<file path="src/rtl/pt_walker_pkg.sv">
package pt_walker_pkg;

  // Status bit positions inside a page-table entry word.
  localparam int ENT_VALID = 30;
  localparam int ENT_DIRTY = 29;
  localparam int ENT_USED  = 28;

  typedef enum logic [2:0] {
    WS_IDLE,
    WS_READ,
    WS_CHECK,
    WS_UPDATE,
    WS_DONE
  } walk_state_t;

endpackage

</file>
<file path="src/rtl/pt_entry_addr.sv">
module pt_entry_addr #(
  parameter int PA_W  = 27,
  parameter int VPN_W = 19
) (
  input  logic [PA_W-1:0]  base,
  input  logic [VPN_W-1:0] vpn,
  output logic [PA_W-1:0]  entry_addr
);

  localparam int SCALED_W = VPN_W + 2;

  logic [SCALED_W-1:0] scaled;

  always_comb begin
    scaled     = {vpn, 2'b00};
    entry_addr = base + PA_W'(scaled);
  end

endmodule

</file>
<file path="src/rtl/pt_entry_eval.sv">
module pt_entry_eval
  import pt_walker_pkg::*;
#(
  parameter int DW    = 32,
  parameter int PPN_W = 15,
  parameter int OFF_W = 12,
  parameter int PA_W  = 27
) (
  input  logic [DW-1:0]    entry,
  input  logic             is_store,
  input  logic [OFF_W-1:0] offset,
  output logic             fault,
  output logic             need_wb,
  output logic [DW-1:0]    new_entry,
  output logic [PA_W-1:0]  paddr
);

  logic valid_b, dirty_b, used_b;

  always_comb begin
    valid_b = entry[ENT_VALID];
    dirty_b = entry[ENT_DIRTY];
    used_b  = entry[ENT_USED];
    fault   = !valid_b;
    need_wb = valid_b && (!used_b || (is_store && !dirty_b));

    new_entry = entry;
    new_entry[ENT_USED] = 1'b1;
    if (is_store) new_entry[ENT_DIRTY] = 1'b1;

    paddr = valid_b ? {entry[PPN_W-1:0], offset} : '0;
  end

endmodule

</file>
<file path="src/rtl/pt_walker.sv">
module pt_walker
  import pt_walker_pkg::*;
#(
  parameter int VA_W  = 31,
  parameter int PA_W  = 27,
  parameter int OFF_W = 12,
  parameter int DW    = 32
) (
  input  logic            clk,
  input  logic            rst,
  input  logic            req_valid,
  input  logic            req_store,
  input  logic [VA_W-1:0] req_vaddr,
  input  logic [PA_W-1:0] ptbr,
  output logic            busy,
  output logic            resp_valid,
  output logic            resp_fault,
  output logic [PA_W-1:0] resp_paddr,
  output logic            mem_rd_en,
  output logic            mem_wr_en,
  output logic [PA_W-1:0] mem_addr,
  output logic [DW-1:0]   mem_wdata,
  input  logic [DW-1:0]   mem_rdata,
  input  logic            mem_rvalid
);

  localparam int VPN_W = VA_W - OFF_W;
  localparam int PPN_W = PA_W - OFF_W;

  walk_state_t      state;
  logic [VA_W-1:0]  vaddr_q;
  logic             store_q;
  logic [DW-1:0]    entry_q;

  logic [PA_W-1:0]  entry_addr;
  logic             ev_fault;
  logic             ev_need_wb;
  logic [DW-1:0]    ev_new_entry;
  logic [PA_W-1:0]  ev_paddr;

  pt_entry_addr #(
    .PA_W (PA_W),
    .VPN_W(VPN_W)
  ) u_addr (
    .base      (ptbr),
    .vpn       (req_vaddr[VA_W-1:OFF_W]),
    .entry_addr(entry_addr)
  );

  pt_entry_eval #(
    .DW   (DW),
    .PPN_W(PPN_W),
    .OFF_W(OFF_W),
    .PA_W (PA_W)
  ) u_eval (
    .entry    (entry_q),
    .is_store (store_q),
    .offset   (vaddr_q[OFF_W-1:0]),
    .fault    (ev_fault),
    .need_wb  (ev_need_wb),
    .new_entry(ev_new_entry),
    .paddr    (ev_paddr)
  );

  assign busy = (state != WS_IDLE);

  always_ff @(posedge clk) begin
    if (rst) begin
      state      <= WS_IDLE;
      vaddr_q    <= '0;
      store_q    <= 1'b0;
      entry_q    <= '0;
      resp_valid <= 1'b0;
      resp_fault <= 1'b0;
      resp_paddr <= '0;
      mem_rd_en  <= 1'b0;
      mem_wr_en  <= 1'b0;
      mem_addr   <= '0;
      mem_wdata  <= '0;
    end else begin
      case (state)
        WS_IDLE: begin
          if (req_valid) begin
            vaddr_q   <= req_vaddr;
            store_q   <= req_store;
            mem_addr  <= entry_addr;
            mem_rd_en <= 1'b1;
            state     <= WS_READ;
          end
        end
        WS_READ: begin
          mem_rd_en <= 1'b0;
          if (mem_rvalid) begin
            entry_q <= mem_rdata;
            state   <= WS_CHECK;
          end
        end
        WS_CHECK: begin
          resp_fault <= ev_fault;
          resp_paddr <= ev_paddr;
          if (ev_need_wb) begin
            mem_wdata <= ev_new_entry;
            mem_wr_en <= 1'b1;
            state     <= WS_UPDATE;
          end else begin
            resp_valid <= 1'b1;
            state      <= WS_DONE;
          end
        end
        WS_UPDATE: begin
          mem_wr_en  <= 1'b0;
          resp_valid <= 1'b1;
          state      <= WS_DONE;
        end
        WS_DONE: begin
          resp_valid <= 1'b0;
          state      <= WS_IDLE;
        end
        default: state <= WS_IDLE;
      endcase
    end
  end

endmodule

</file>
<file path="config.mk">
export PLATFORM = sky130hd
export DESIGN_NAME = pt_walker
export DESIGN_NICKNAME = d
export VERILOG_FILES = /design/src/rtl/pt_walker_pkg.sv /design/src/rtl/pt_entry_addr.sv /design/src/rtl/pt_entry_eval.sv /design/src/rtl/pt_walker.sv
export SDC_FILE = /design/constraint.sdc
export NUM_CORES = 1
export LEC_CHECK = 0
export BUFFER_PORTS_ARGS = -buffer_cell sky130_fd_sc_hd__buf_2
export CORE_ASPECT_RATIO = 2
export CORE_MARGIN = 2
export CORE_UTILIZATION = 52
export DETAILED_ROUTE_END_ITERATION = 8
export MAX_ROUTING_LAYER = met4
export PLACE_DENSITY_LB_ADDON = 0.1
export SLEW_MARGIN = 10
export SYNTH_ARGS = -nofsm -noshare
export SYNTH_HDL_FRONTEND = slang
export SYNTH_HIERARCHICAL = 1
export SYNTH_SLANG_ARGS = --single-unit
</file>
<file path="constraint.sdc">
create_clock -name clk -period 2.4 [get_ports clk]
set_input_delay 0.24 -clock clk [delete_from_list [all_inputs] [get_ports clk]]
set_output_delay 0.24 -clock clk [all_outputs]
set_load 0.005 [all_outputs]
</file>
==> flow_summary_export.csv <==
group,metric,value,unit
critical_path,cp.depth,11,
routing,num_vias,5984,
critical_path,worstPathCellList,"buf_2 -> ha_1 -> fa_1 -> a211oi_1 -> o21ai_2 -> o2111ai_1 -> nand3b_1 -> a21oi_1 -> xnor2_1 -> nand2_1 -> a21oi_1",
flow_run,drv_cap,0,
critical_path,critPathCaptureType,"flip-flop",
layout,final_nets,1108,
clock_tree,root_buffer,"clkbuf_16",
place,dp_hpwl,11.9,mm
layout,final_util,63.8,%
global_route,grt_util_all_layers,25.1,%
critical_path,cp_common_cell,"a21oi_1",
place,dpl_cell_area,0.00741,mm^2
clock_tree,clkLatencyLatePin,0.41,ns
logic_synthesis,synth_nets,969,
logic_synthesis,synth_ff_type,"dfxtp_1",
place,port_buffers,185,
routing,ant_nets,0,
critical_path,critPathLaunch,"ptbr[2]",
layout,final_common_cell,"nand2_1",
logic_synthesis,seq_area_frac_synth,42.1,%
timing,hold_viol,0,
global_route,globalRouteOverflowTotal,0,
logic_synthesis,yosysWarnings,6,
place,placed_cells,1124,
routing,dr.pass1.iters,6,
critical_path,cp.required,2.75,ns
power,internal-power,4.08,mW
power,pwr-share-comb,13.9,%
timing,whs,0.0579,ns
power,p_total,5.64,mW
clock_tree,cts_buffer_depth,2,
timing,tightest_slew,1.03,ns
routing,vias_per_cell,5.18,
logic_synthesis,synth.area.top_cells,"dfxtp_1 (42%), nand2_1 (16%), a21oi_1 (12%)",
critical_path,crit_slowest_cell,"fa_1",
logic_synthesis,synthArstFlopShare,0,%
routing,routed_wl,16.7,mm
min_path,hold_class,"in -> reg",
layout,syn_to_final_growth,21.2,%
min_path,whs_path_depth,3,
timing,worst_slack,0.312,ns
clock_tree,clock_sinks,138,
logic_synthesis,synth-seq-cells,138,
logic_synthesis,synth.largest_area_cell,"dfxtp_1",
clock_tree,post_cts_resized,0,
critical_path,cp.buffers_inverters,1,
global_route,grt_pass1_wl,26.8,mm
routing,met3_wirelength,678,um
clock_tree,clk_pin_slew,0.06,ns
power,p_seq_share,43.0,%
critical_path,arrival,2.43,ns
routing,highest_layer,"met4",
critical_path,max_stage_delay,0.38,ns
clock_tree,htree_levels,4,
timing,period_needed,2.09,ns
timing,finalSetupViolations,0,
clock_tree,hold_buffers,0,
layout,stdcell_area,0.00796,mm^2
routing,wire_per_inst,14.5,um
critical_path,startpoint_type,"input port",
critical_path,cp_top_family,"compound AO/OA/AOI/OAI gates",
layout,layout_common_cells,"nand2_1 (281), buf_2 (184), a21oi_1 (158)",
min_path,worstHoldStart,"mem_rdata[19]",
global_route,grt_start_max_net_pins,54,
timing,fin_tns_setup,0,ns
logic_synthesis,synth_cell_types,55,
outcome,status,"finished, final reports clean",
die,die_x,83.5,um
routing,drc,0,
logic_synthesis,synth-edff-count,0,
layout,drive_gt1_share,27.1,%
logic_synthesis,synth_area,0.00657,mm^2
clock_tree,cts_tree,"done",
timing,fin_crit_sh,87.0,%
timing,finalMaxSlewViolations,0,
power,pwr-share-clk,43.1,%
timing,max_freq,479,MHz
die,core-area,0.0125,mm^2
global_route,antenna_found_initial,0,
logic_synthesis,synth.top_cell.area_share,42.1,%
power,leakage,3.41,nW
layout,diodes,0,
critical_path,critPathMaxFanout,3,
critical_path,crit_type,"in -> reg",
routing,wl_met2,9.13,mm
critical_path,r2r-start,"entry_q[29]$_SDFFE_PP0P_",
power,ir_worst_vdd,0.000538,V
die,dieArea,0.0136,mm^2
die,die_h,163,um
routing,wl_met1,6.48,mm
critical_path,r2r_slack,0.58,ns
power,power.net_switching,1.57,mW
critical_path,ff2ff_path_depth,6,
layout,layout.cells.non_filler,1156,
layout,fill_cells,1227,
timing,rsz0062_at_grt,"no",
power,power_density,709,mW/mm^2
logic_synthesis,synthCells,854,
die,ios,186,
place,dp_worst_setup_slack,-0.0767,ns
global_route,grt_pass1_vias,5726,
routing,drt_iter0_markers,210,
clock_tree,postCtsSetupBuffers,0,
timing,finClkSkew,0.00919,ns
clock_tree,cts_made_buffers,17,
timing,slew-limit-headroom,31.2,%
place,gp_congestion,0.925,
die,start_util,52.6,%
die,rows,58,
power,netSwitchingFraction,27.7,%
logic_synthesis,avgSynthCellArea,7.69,um^2
==> state kept, by name, indices dropped and copies added (netlist names), 3 cells and up <==
signal / cells
state: 3
mem_addr: 27
resp_paddr: 27
entry_q: 32
mem_wdata: 32
vaddr_q: 12
==> Yosys cell counts, types with 2 or more instances <==
master and instances:
clkbuf_1 33, nor2b_1 4, xnor2_1 11, nand2b_1 8, buf_6 4, a211oi_1 7
o211ai_1 2, ha_1 19, o21ai_0 12, and3_1 3, nand4b_1 2, buf_4 34
or3_1 2, nand4_1 4, dfxtp_1 138, nand2_1 281, o311ai_0 2, a21oi_1 158
a21o_1 8, o2111ai_1 3, nor3_1 4, o21a_1 4, nand3b_1 4, a31oi_1 2
and2_2 21, nand4bb_1 2, nand3_1 4, nor2_1 16, buf_2 20, xor2_1 8
and2_1 8, nor4bb_1 2, a21boi_1 2
==> worst reg2reg max path, delay by kind of cell, from the launching register on <==
kind            cells  cell delay (ns)
buf+inv             1             0.40
compound gates      2             0.53
flops               1             0.31
simple gates        3             0.51
==> final cells by class <==
cell class | instances | area (um^2) | share of cell area, %
multi-input combinational | 623 | 3310 | 41.6
sequential | 138 | 2760 | 34.7
timing repair buffer | 212 | 1140 | 14.4
clock buffer | 18 | 429 | 5.39
tap | 150 | 188 | 2.36
clock inverter | 14 | 125 | 1.57
inverter | 1 | 3.75 | 0.0471
==> logic make-up (layout without fill, tap and decap cells) <==
group / after synthesis / after routing / share of synthesized area (%)
AND/OR/NAND/NOR: 373 / 373 / 25.5
AO/OA/AOI/OAI: 208 / 208 / 17.5
flip-flops: 138 / 138 / 42.1
buffers and inverters: 93 / 245 / 8.12
adder cells (fa/ha/maj): 20 / 20 / 3.92
XOR/XNOR: 19 / 19 / 2.53
multiplexers: 2 / 2 / 0.324
other: 1 / 1 / 0.0571
==> worst paths after layout <==
path                                endpoint
setup / recovery   mem_addr[16]$_SDFFE_PP0P_
hold / removal      entry_q[19]$_SDFFE_PP0P_
setup reg to reg  mem_wdata[31]$_SDFFE_PP0N_
hold reg to reg   mem_wdata[21]$_SDFFE_PP0N_
==> per-layer routing <==
| layer | GRT usage (%) | vias to the layer above |
|---|---|---|
| met5 | - | - |
| met4 | 11.3 | 0 |
| met3 | 4.36 | 28 |
| met2 | 46.4 | 177 |
| met1 | 25.7 | 2695 |
| li1 | - | 3084 |
==> power groups by stage <==
stage	sequential, mW	combinational, mW	clock [mW]
after floorplan	2.48	0.519	0
after global placement	2.48	0.779	0
after detailed placement	2.48	0.782	0
after CTS	2.43	0.786	2.49
after global routing	2.44	0.871	2.58
final	2.43	0.782	2.43
(Power assumes the default switching activity.)
